<file path="config.mk">
export PLATFORM = sky130hd
export DESIGN_NAME = mathtrap_detector
export DESIGN_NICKNAME = d
export VERILOG_FILES = /design/src/rtl/mtrap_pkg.sv /design/src/rtl/mtrap_acc_guard.sv /design/src/rtl/mtrap_shift_range.sv /design/src/rtl/mtrap_sticky.sv /design/src/rtl/mathtrap_detector.sv
export SDC_FILE = /design/constraint.sdc
export NUM_CORES = 1
export LEC_CHECK = 0
export ABC_AREA = 1
export ABC_CLOCK_PERIOD_IN_PS = 1500
export BUFFER_PORTS_ARGS = -buffer_cell sky130_fd_sc_hd__buf_2
export CAP_MARGIN = 20
export CORE_AREA = 2 2 52 54
export CTS_CLUSTER_DIAMETER = 100
export CTS_CLUSTER_SIZE = 40
export DETAILED_ROUTE_END_ITERATION = 12
export DIE_AREA = 0 0 54 56
export HOLD_SLACK_MARGIN = 0.15
export PLACE_DENSITY_LB_ADDON = 0.05
export SYNTH_ARGS = -nofsm -noshare
export SYNTH_HDL_FRONTEND = slang
export SYNTH_SLANG_ARGS = --single-unit
export TNS_END_PERCENT = 10
</file>
<file path="constraint.sdc">
create_clock -name clk -period 1.5 [get_ports clk]
set_clock_uncertainty 0.15 [all_clocks]
set_input_delay 0.3 -clock clk [delete_from_list [all_inputs] [get_ports clk]]
set_output_delay 0.3 -clock clk [all_outputs]
set_load 0.05 [all_outputs]
</file>
<file path="src/rtl/mtrap_pkg.sv">
package mtrap_pkg;

   typedef enum logic [2:0] {
      OP_NONE      = 3'd0,
      OP_ARITH     = 3'd1,
      OP_DIV       = 3'd2,
      OP_SHIFT_DAT = 3'd3,
      OP_SHIFT_ACC = 3'd4
   } op_kind_e;

   localparam int unsigned CAUSE_DIV0 = 0;

endpackage

</file>
<file path="src/rtl/mtrap_acc_guard.sv">
// Inspects the top of one accumulator result: ideal sign, guard field, data MSB.
module mtrap_acc_guard #(
   parameter int unsigned GUARD_W = 8
) (
   input  logic [GUARD_W+1:0] top_bits,   // [GUARD_W+1]=ideal sign, [GUARD_W:1]=guard, [0]=data MSB
   output logic               guard_ovf,
   output logic               cat_ovf
);

   localparam int unsigned TOP_W = GUARD_W + 2;

   logic              data_msb;
   logic [GUARD_W-1:0] guard;
   logic              ideal_sign;
   logic              stored_sign;

   assign data_msb    = top_bits[0];
   assign guard       = top_bits[GUARD_W:1];
   assign ideal_sign  = top_bits[TOP_W-1];
   assign stored_sign = top_bits[GUARD_W];

   // Result leaves the data field when the guard field is not a sign extension of it.
   assign guard_ovf = (guard != {GUARD_W{data_msb}});
   // Result leaves the whole accumulator when the stored sign is not the ideal sign.
   assign cat_ovf   = (ideal_sign != stored_sign);

endmodule

</file>
<file path="src/rtl/mtrap_shift_range.sv">
module mtrap_shift_range #(
   parameter int unsigned SHIFT_W  = 6,
   parameter int unsigned DATA_MAX = 16,
   parameter int unsigned ACC_MAX  = 15
) (
   input  logic [SHIFT_W-1:0] amt,      // signed two's complement
   input  logic               is_acc,
   output logic               too_far
);

   localparam logic [SHIFT_W-1:0] DATA_LIM = SHIFT_W'(DATA_MAX);
   localparam logic [SHIFT_W-1:0] ACC_LIM  = SHIFT_W'(ACC_MAX);
   localparam logic [SHIFT_W-1:0] ONE      = {{(SHIFT_W-1){1'b0}}, 1'b1};

   logic [SHIFT_W-1:0] mag;

   // Magnitude of the most negative code fits unsigned in SHIFT_W bits.
   assign mag = amt[SHIFT_W-1] ? (~amt + ONE) : amt;

   generate
      if (DATA_MAX == ACC_MAX) begin : g_one_limit
         logic unused_sel;
         assign unused_sel = is_acc;
         assign too_far    = (mag > DATA_LIM);
      end else begin : g_two_limits
         logic over_data;
         logic over_acc;
         assign over_data = (mag > DATA_LIM);
         assign over_acc  = (mag > ACC_LIM);
         assign too_far   = is_acc ? over_acc : over_data;
      end
   endgenerate

endmodule

</file>
<file path="src/rtl/mtrap_sticky.sv">
module mtrap_sticky #(
   parameter int unsigned N = 6
) (
   input  logic         clk,
   input  logic         rst_n,
   input  logic [N-1:0] set,
   input  logic [N-1:0] clr,
   output logic [N-1:0] flags
);

   logic [N-1:0] flags_q;

   // A new event outranks a clear of the same bit.
   always_ff @(posedge clk or negedge rst_n) begin
      if (!rst_n) flags_q <= '0;
      else        flags_q <= (flags_q & ~clr) | set;
   end

   assign flags = flags_q;

endmodule

</file>
<file path="src/rtl/mathtrap_detector.sv">
module mathtrap_detector
   import mtrap_pkg::*;
#(
   parameter int unsigned NUM_ACC    = 2,
   parameter int unsigned DATA_W     = 32,
   parameter int unsigned GUARD_W    = 8,
   parameter int unsigned DIV_W      = 16,
   parameter int unsigned SHIFT_W    = 6,
   parameter int unsigned DATA_SHMAX = 16,
   parameter int unsigned ACC_SHMAX  = 15,
   parameter int unsigned SAT_W      = 3,
   localparam int unsigned SEL_W     = (NUM_ACC > 1) ? $clog2(NUM_ACC) : 1,
   localparam int unsigned RES_W     = DATA_W + GUARD_W + 1,
   localparam int unsigned NCAUSE    = 2 * NUM_ACC + 2
) (
   input  logic              clk,
   input  logic              rst_n,
   input  logic              op_valid,
   input  logic [2:0]        op_kind,
   input  logic [SEL_W-1:0]  acc_sel,
   input  logic [RES_W-1:0]  acc_result,
   input  logic [DIV_W-1:0]  divisor,
   input  logic [SHIFT_W-1:0] shift_amt,
   input  logic              ovf_en,
   input  logic              cat_en,
   input  logic [SAT_W-1:0]  sat_mask,
   input  logic [NCAUSE-1:0] status_clr,
   output logic              trap_req,
   output logic              div_abort,
   output logic [NCAUSE-1:0] trap_status
);

   localparam int unsigned OVF_BASE = CAUSE_DIV0 + 1;
   localparam int unsigned CAT_BASE = OVF_BASE + NUM_ACC;
   localparam int unsigned SHF_BIT  = CAT_BASE + NUM_ACC;
   localparam int unsigned TOP_LSB  = DATA_W - 1;

   // Elaboration-time parameter checks
   generate
      if (NUM_ACC < 1)                         begin : g_bad_nacc  $error("NUM_ACC must be at least 1"); end
      if (GUARD_W < 1)                         begin : g_bad_guard $error("GUARD_W must be at least 1"); end
      if (DIV_W < 1)                           begin : g_bad_div   $error("DIV_W must be at least 1"); end
      if (SAT_W < 1)                           begin : g_bad_sat   $error("SAT_W must be at least 1"); end
      if (DATA_SHMAX >= (1 << (SHIFT_W - 1)))  begin : g_bad_dsh   $error("DATA_SHMAX must be representable below the shift range"); end
      if (ACC_SHMAX  >= (1 << (SHIFT_W - 1)))  begin : g_bad_ash   $error("ACC_SHMAX must be representable below the shift range"); end
   endgenerate

   // Operation decode
   logic is_arith, is_div, is_shift, is_acc_shift;
   assign is_arith     = op_valid && (op_kind == OP_ARITH);
   assign is_div       = op_valid && (op_kind == OP_DIV);
   assign is_acc_shift = (op_kind == OP_SHIFT_ACC);
   assign is_shift     = op_valid && ((op_kind == OP_SHIFT_DAT) || is_acc_shift);

   logic sat_all_off;
   assign sat_all_off = (sat_mask == '0);

   logic [NCAUSE-1:0] cause;

   // Divide by zero
   logic div_zero;
   assign div_zero          = is_div && (divisor == '0);
   assign cause[CAUSE_DIV0] = div_zero;
   assign div_abort         = div_zero;

   // Per-accumulator overflow checks; every instance sees the result, only the selected one reports
   logic guard_ovf, cat_ovf;

   mtrap_acc_guard #(.GUARD_W(GUARD_W)) u_guard (
      .top_bits  (acc_result[RES_W-1:TOP_LSB]),
      .guard_ovf (guard_ovf),
      .cat_ovf   (cat_ovf)
   );

   generate
      for (genvar g = 0; g < NUM_ACC; g++) begin : g_acc
         logic hit;
         if (NUM_ACC > 1) begin : g_multi
            assign hit = is_arith && (acc_sel == SEL_W'(g));
         end else begin : g_single
            logic unused_sel;
            assign unused_sel = |acc_sel;
            assign hit        = is_arith;
         end
         assign cause[OVF_BASE + g] = hit && ovf_en && guard_ovf;
         assign cause[CAT_BASE + g] = hit && cat_en && sat_all_off && cat_ovf;
      end
   endgenerate

   // Shift range
   logic shift_far;

   mtrap_shift_range #(
      .SHIFT_W  (SHIFT_W),
      .DATA_MAX (DATA_SHMAX),
      .ACC_MAX  (ACC_SHMAX)
   ) u_shift (
      .amt     (shift_amt),
      .is_acc  (is_acc_shift),
      .too_far (shift_far)
   );

   assign cause[SHF_BIT] = is_shift && shift_far;

   // Trap pulse aligned with the strobe
   assign trap_req = |cause;

   mtrap_sticky #(.N(NCAUSE)) u_status (
      .clk   (clk),
      .rst_n (rst_n),
      .set   (cause),
      .clr   (status_clr),
      .flags (trap_status)
   );

endmodule

</file>
## Yosys cells after proc, flatten, opt, wreduce, memory -nomap -nowiden

Cells that the tools add are included.
W data, S select, Z words.

| storage, ports and cells | value |
|---|---|
| register bits | 6 |
| bits of input ports | 81 |

| operators by class | value |
|---|---|
| add/sub/neg operators | 1 |
| magnitude comparators | 2 |
| eq/ne operators | 6 |
| mux-type cells | 2 |
| bitwise operators | 5 |
| reductions and logical operators | 21 |

Operator list:

| kind | count |
|---|---|
| $logic_and A1 B1 Y1 | 17 |
| $logic_not A16 Y1 | 1 |
| $not A6 Y6 | 2 |
| $ne A8 B8 Y1 | 1 |
| $add A6 B1 Y6 const B | 1 |
| $and A6 B6 Y6 | 1 |
| $eq A3 B2 Y1 const B | 2 |
| $gt A6 B4 Y1 const B | 1 |
| $gt A6 B5 Y1 const B | 1 |
| $mux W6 | 1 |
| $or A6 B6 Y6 | 1 |
| $reduce_or A6 Y1 | 1 |
| $eq A3 B1 Y1 const B | 1 |
| $eq A3 B3 Y1 const B | 1 |
| $logic_not A3 Y1 | 1 |
| $logic_or A1 B1 Y1 | 1 |
| $mux W1 | 1 |
| $ne A1 B1 Y1 | 1 |
| $not A1 Y1 | 1 |

## Longest topological paths before layout

| depth | value |
|---|---|
| depth after elaboration | 7 |
| gate-level depth with buffers | 9 |

## By module

Synthesis repeated with hierarchy kept, for this count alone.

| unflattened totals | value |
|---|---|
| cell total of the unflattened synthesis | 103 |
| area total of the unflattened synthesis | 560.5 um2 |

By module, submodules not included:

| module | times used | cells each | area an instance (um2) |
|---|---|---|---|
| mtrap_sticky | 1 | 30 | 240.2 |
| mathtrap_detector | 1 | 45 | 197.7 |
| mtrap_acc_guard | 1 | 18 | 77.6 |
| mtrap_shift_range | 1 | 10 | 45.0 |

## Least setup slack after synthesis

Ideal clock, no wire load.

| timing path | value |
|---|---|
| path kind | input -> output |
| from | input port shift_amt[0] |
| to | output port trap_req |
| arrival time | 1.320 ns |
| required time | 1.050 ns |
| setup slack | -0.270 ns |
| stages on the path | 8 |
| buffers on the path | 0 |
| cell sequence | inv_1 > ha_1 > a21oi_1 > o21ai_0 > nor2_1 > nand3_1 > nand2_1 > nand2_1 |

| on the way | value |
|---|---|
| cells in the longest elaborated chain, start to end | 7 |
| elaborated cells on any way between the ends | 8 |
| those cells by class | 1 x add/sub; 2 x order compare; 2 x mux; 1 x bitwise; 2 x reduce/logical |

RTL lines:

| element | line | text |
|---|---|---|
| start, declared | mathtrap_detector.sv:23 | `input logic [SHIFT_W-1:0] shift_amt,` |
| $not A6 Y6 | mtrap_shift_range.sv:18 | `assign mag = amt[SHIFT_W-1] ? (~amt + ONE) : amt;` |
| $add A6 B1 Y6 | mtrap_shift_range.sv:18 |  |
| $mux W6 * | mtrap_shift_range.sv:18 |  |
| $gt A6 B5 Y1 or $gt A6 B4 Y1 (tied branches) | mtrap_shift_range.sv:28, mtrap_shift_range.sv:29 |  |
| $mux W1 * | mtrap_shift_range.sv:30 | `assign too_far = is_acc ? over_acc : over_data;` |
| $logic_and A1 B1 Y1 * | mathtrap_detector.sv:103 | `assign cause[SHF_BIT] = is_shift && shift_far;` |
| $reduce_or A6 Y1 * | mathtrap_detector.sv:106 | `assign trap_req = \|cause;` |
| end, declared | mathtrap_detector.sv:28 | `output logic trap_req,` |

Every way passes the cells marked *; elsewhere a longest branch is shown, timed or not.

## Worst setup path in the final report

Ends and elaborated chain as after synthesis.

==> impl_results.md <==
- H-Tree Depth: 1
- GR Overflow Total: 0
- Root Buffer Master: clkbuf_4
- WP data arrival: 1.31 ns
- CTS Buf Count: 3
- Final core occ: 0.491
- Design area: 1190 um^2
- Share of cells above drive strength 1: 0.449
- Tmin final: 1.76 ns
- Via/cell ratio: 4.19
- Sequential area share after synthesis: 0.247
- Hold Fails Final Rpt: 0
- VDD IR max: 0.000280 V
- Chip height: 56 um
- Max Fclk: 0.568 GHz
- Critical path class: input pin to primary output
- Initial antenna violation count: 0
- Drt total wl: 1.88 mm
- Syn Inst Count: 109
- Die Span X: 54 um
- Slew margin rel.: 0.817
- Post-synthesis mux area share: 0
- # diodes: 0
- Synth Area in XOR/XNOR: 0.0144
- Area of the die: 3020 um^2
- Sum Neg Setup Slack: -0.306 ns
- Main combinational cell family by area after synthesis: simple AND/OR/NAND/NOR gates
- RSZ-0062 raised after global routing: yes
- Detailed Route Iter0 Violations: 19
- GRT Total Usage: 0.138
- Routed via count: 909
- CORE AREA: 2430 um^2
- Synthesis-to-layout area growth: 96.5%
- Hold Slack: 0.158 ns
- Synth Cell Area: 608 um^2
- Max-cap violations: 0
- Post-DRT Antenna Nets: 0
- Commonest register cell after synthesis: dfrtp_1
- Adder-cell share of the synthesized area: 0.0206
- Failing checks: setup timing
- Nets@finish: 271
- #FFs+latches synth: 6
- Critical Path RT: 1.05 ns
- HPWL after detailed placement: 1.64 mm
- Initial Util: 0.250
- Post-synthesis compound-gate area fraction: 0.0905
- Warnings, synthesis: 0
- Startpoint Class: input pin
- Pleak: 0.688 nW
- First-pass GRT wire length: 3.22 mm
- I/O pins: 89
- Post-route DRC: 0
- Distinct cells, synth: 18
- Clock buffer depth: 2
- CP max FO: 2
- CP endpoint kind: primary output
- Wire per inst: 8.66 um
- Status: complete, but fails checks
- Max reg flops: 6
- EDFF count, synth: 0
- Worst min path class: input pin to register
- FFs w/ async S/R, synth: 1.00
- Total power: 518 uW
- Worst Tran Pin Value: 0.272 ns
- Final period utilization: 1.17
- Final Worst Setup Slack: -0.262 ns
- Synth Area in Simple Gates: 0.498
- PwrDens: 433 nW/um^2
- Largest net degree at the start of global routing: 7
- Site Rows: 18
- Vias in the first global route: 843
- Mapped Nets: 191
- Buffers on Ports: 57
- Setup violators final: 2
- Clk slew on worst S/H paths: 0.04 ns
- Clk Latency, worst-skew pair: 0.24 ns
- Average size of a mapped cell: 5.58 um^2
- CTS tree: yes
- Area of placed instances: 1060 um^2
- Gpl congestion: 0.675
- Slew Limit Fails: 0
- DR pass1 iterations: 4
- CTS sink count: 6
path summary, 6_finish.rpt:
| kind | start | to | slack, ns | cells after the start |
|---|---|---|---|---|
| hold / removal | status_clr[5] | u_status.flags[5] | 0.16 | 4 |
| setup / recovery | shift_amt[0] | trap_req | -0.26 | 10 |
| setup reg to reg | u_status.flags[2] | u_status.flags[2] | 0.73 | 2 |
| max in group asynchronous | rst_n | u_status.flags[2] | 0.80 | 2 |
| min in group asynchronous | rst_n | u_status.flags[4] | 0.26 | 2 |
| hold reg to reg | u_status.flags[5] | u_status.flags[5] | 0.33 | 2 |
layer usage:
layer | up-vias | global-route usage | share of wire
met1 | 371 | 0.163 | 0.40
met5 | - | 0 | 0
met3 | 2 | 0.0161 | 0.072
li1 | 499 | - | -
met2 | 37 | 0.247 | 0.52
met4 | 0 | 0.0429 | 0.0080
area by class of cell:
cell class              count  area, um^2
fillers                   274        1240
repair buffers             75         468
multi-input cells          82         420
flip-flops and latches      6         150
inverters                  21        96.3
well taps                  30        37.5
clock buffers               3        22.5
through the flow:
| stage | setup slack [ns] | std cells |
|---|---|---|
| after detailed placement | -0.402 | 207 |
| after CTS | -0.276 | 217 |
| final | -0.262 | 217 |
| after floorplan | -0.0177 | 109 |
| after global routing | -0.372 | 217 |
| after global placement | -0.384 | 207 |
where the power goes:
part | internal (mW) | total (mW) | switching [mW]
Clock | 0.0900 | 0.141 | 0.0513
Sequential | 0.166 | 0.167 | 0.00134
Combinational | 0.111 | 0.210 | 0.0983
Total | 0.367 | 0.518 | 0.151
timing repair:
action | CTS | global route
endpoints found under the hold margin | 11 | 0
resized for setup | 12 | 2
pin swaps | 5 | 1
hold buffers | 6 | 0
endpoints found under the setup margin | 2 | 2
buffers inserted | 1 | 0
logic make-up after synthesis:
| group | count (synthesis) |
|---|---|
| buffers and inverters | 21 |
| AOI/OAI and AO/OA | 11 |
| adders and majority gates | 1 |
| xor gates and xnor gates | 1 |
| and+or+nand+nor | 69 |
| DFF | 6 |
cell usage in the layout (no fill, tap or decap):
cell,n
nand2_2,1
nor2_1,21
nor3_1,2
nor2_4,1
o21ai_0,6
buf_2,53
dlygate4sd3_1,6
nor3_2,1
clkbuf_4,3
buf_6,2
inv_12,1
nor3b_2,1
nand3b_1,2
nand2_4,1
inv_2,1
a21oi_1,2
nor2_2,2
buf_4,12
a21oi_2,1
o21ai_1,2
inv_6,1
dfrtp_1,6
ha_4,1
nand3_1,13
and3_1,1
xnor2_1,1
inv_1,18
buf_8,2
nand2_1,22
or2_1,1
worst max-delay path: stages:
cell and delay (ns):
buf_8 0.10, inv_6 0.05, ha_4 0.19, a21oi_2 0.12, o21ai_1 0.06, nor2_1 0.10, nand3_1 0.10, nand2_2 0.10
nand2_4 0.05, buf_8 0.14
synth_stat cells (2+ instances only):
library cell / count / area, um^2
inv_1: 20 / 75.1
nor2_1: 23 / 86.3
nand3b_1: 2 / 15.0
nor3_1: 2 / 10.0
o21ai_0: 7 / 35.0
nand3_1: 13 / 65.1
a21oi_1: 3 / 15.0
dfrtp_1: 6 / 150
nand2_1: 24 / 90.1
(Power assumes the default switching activity.)
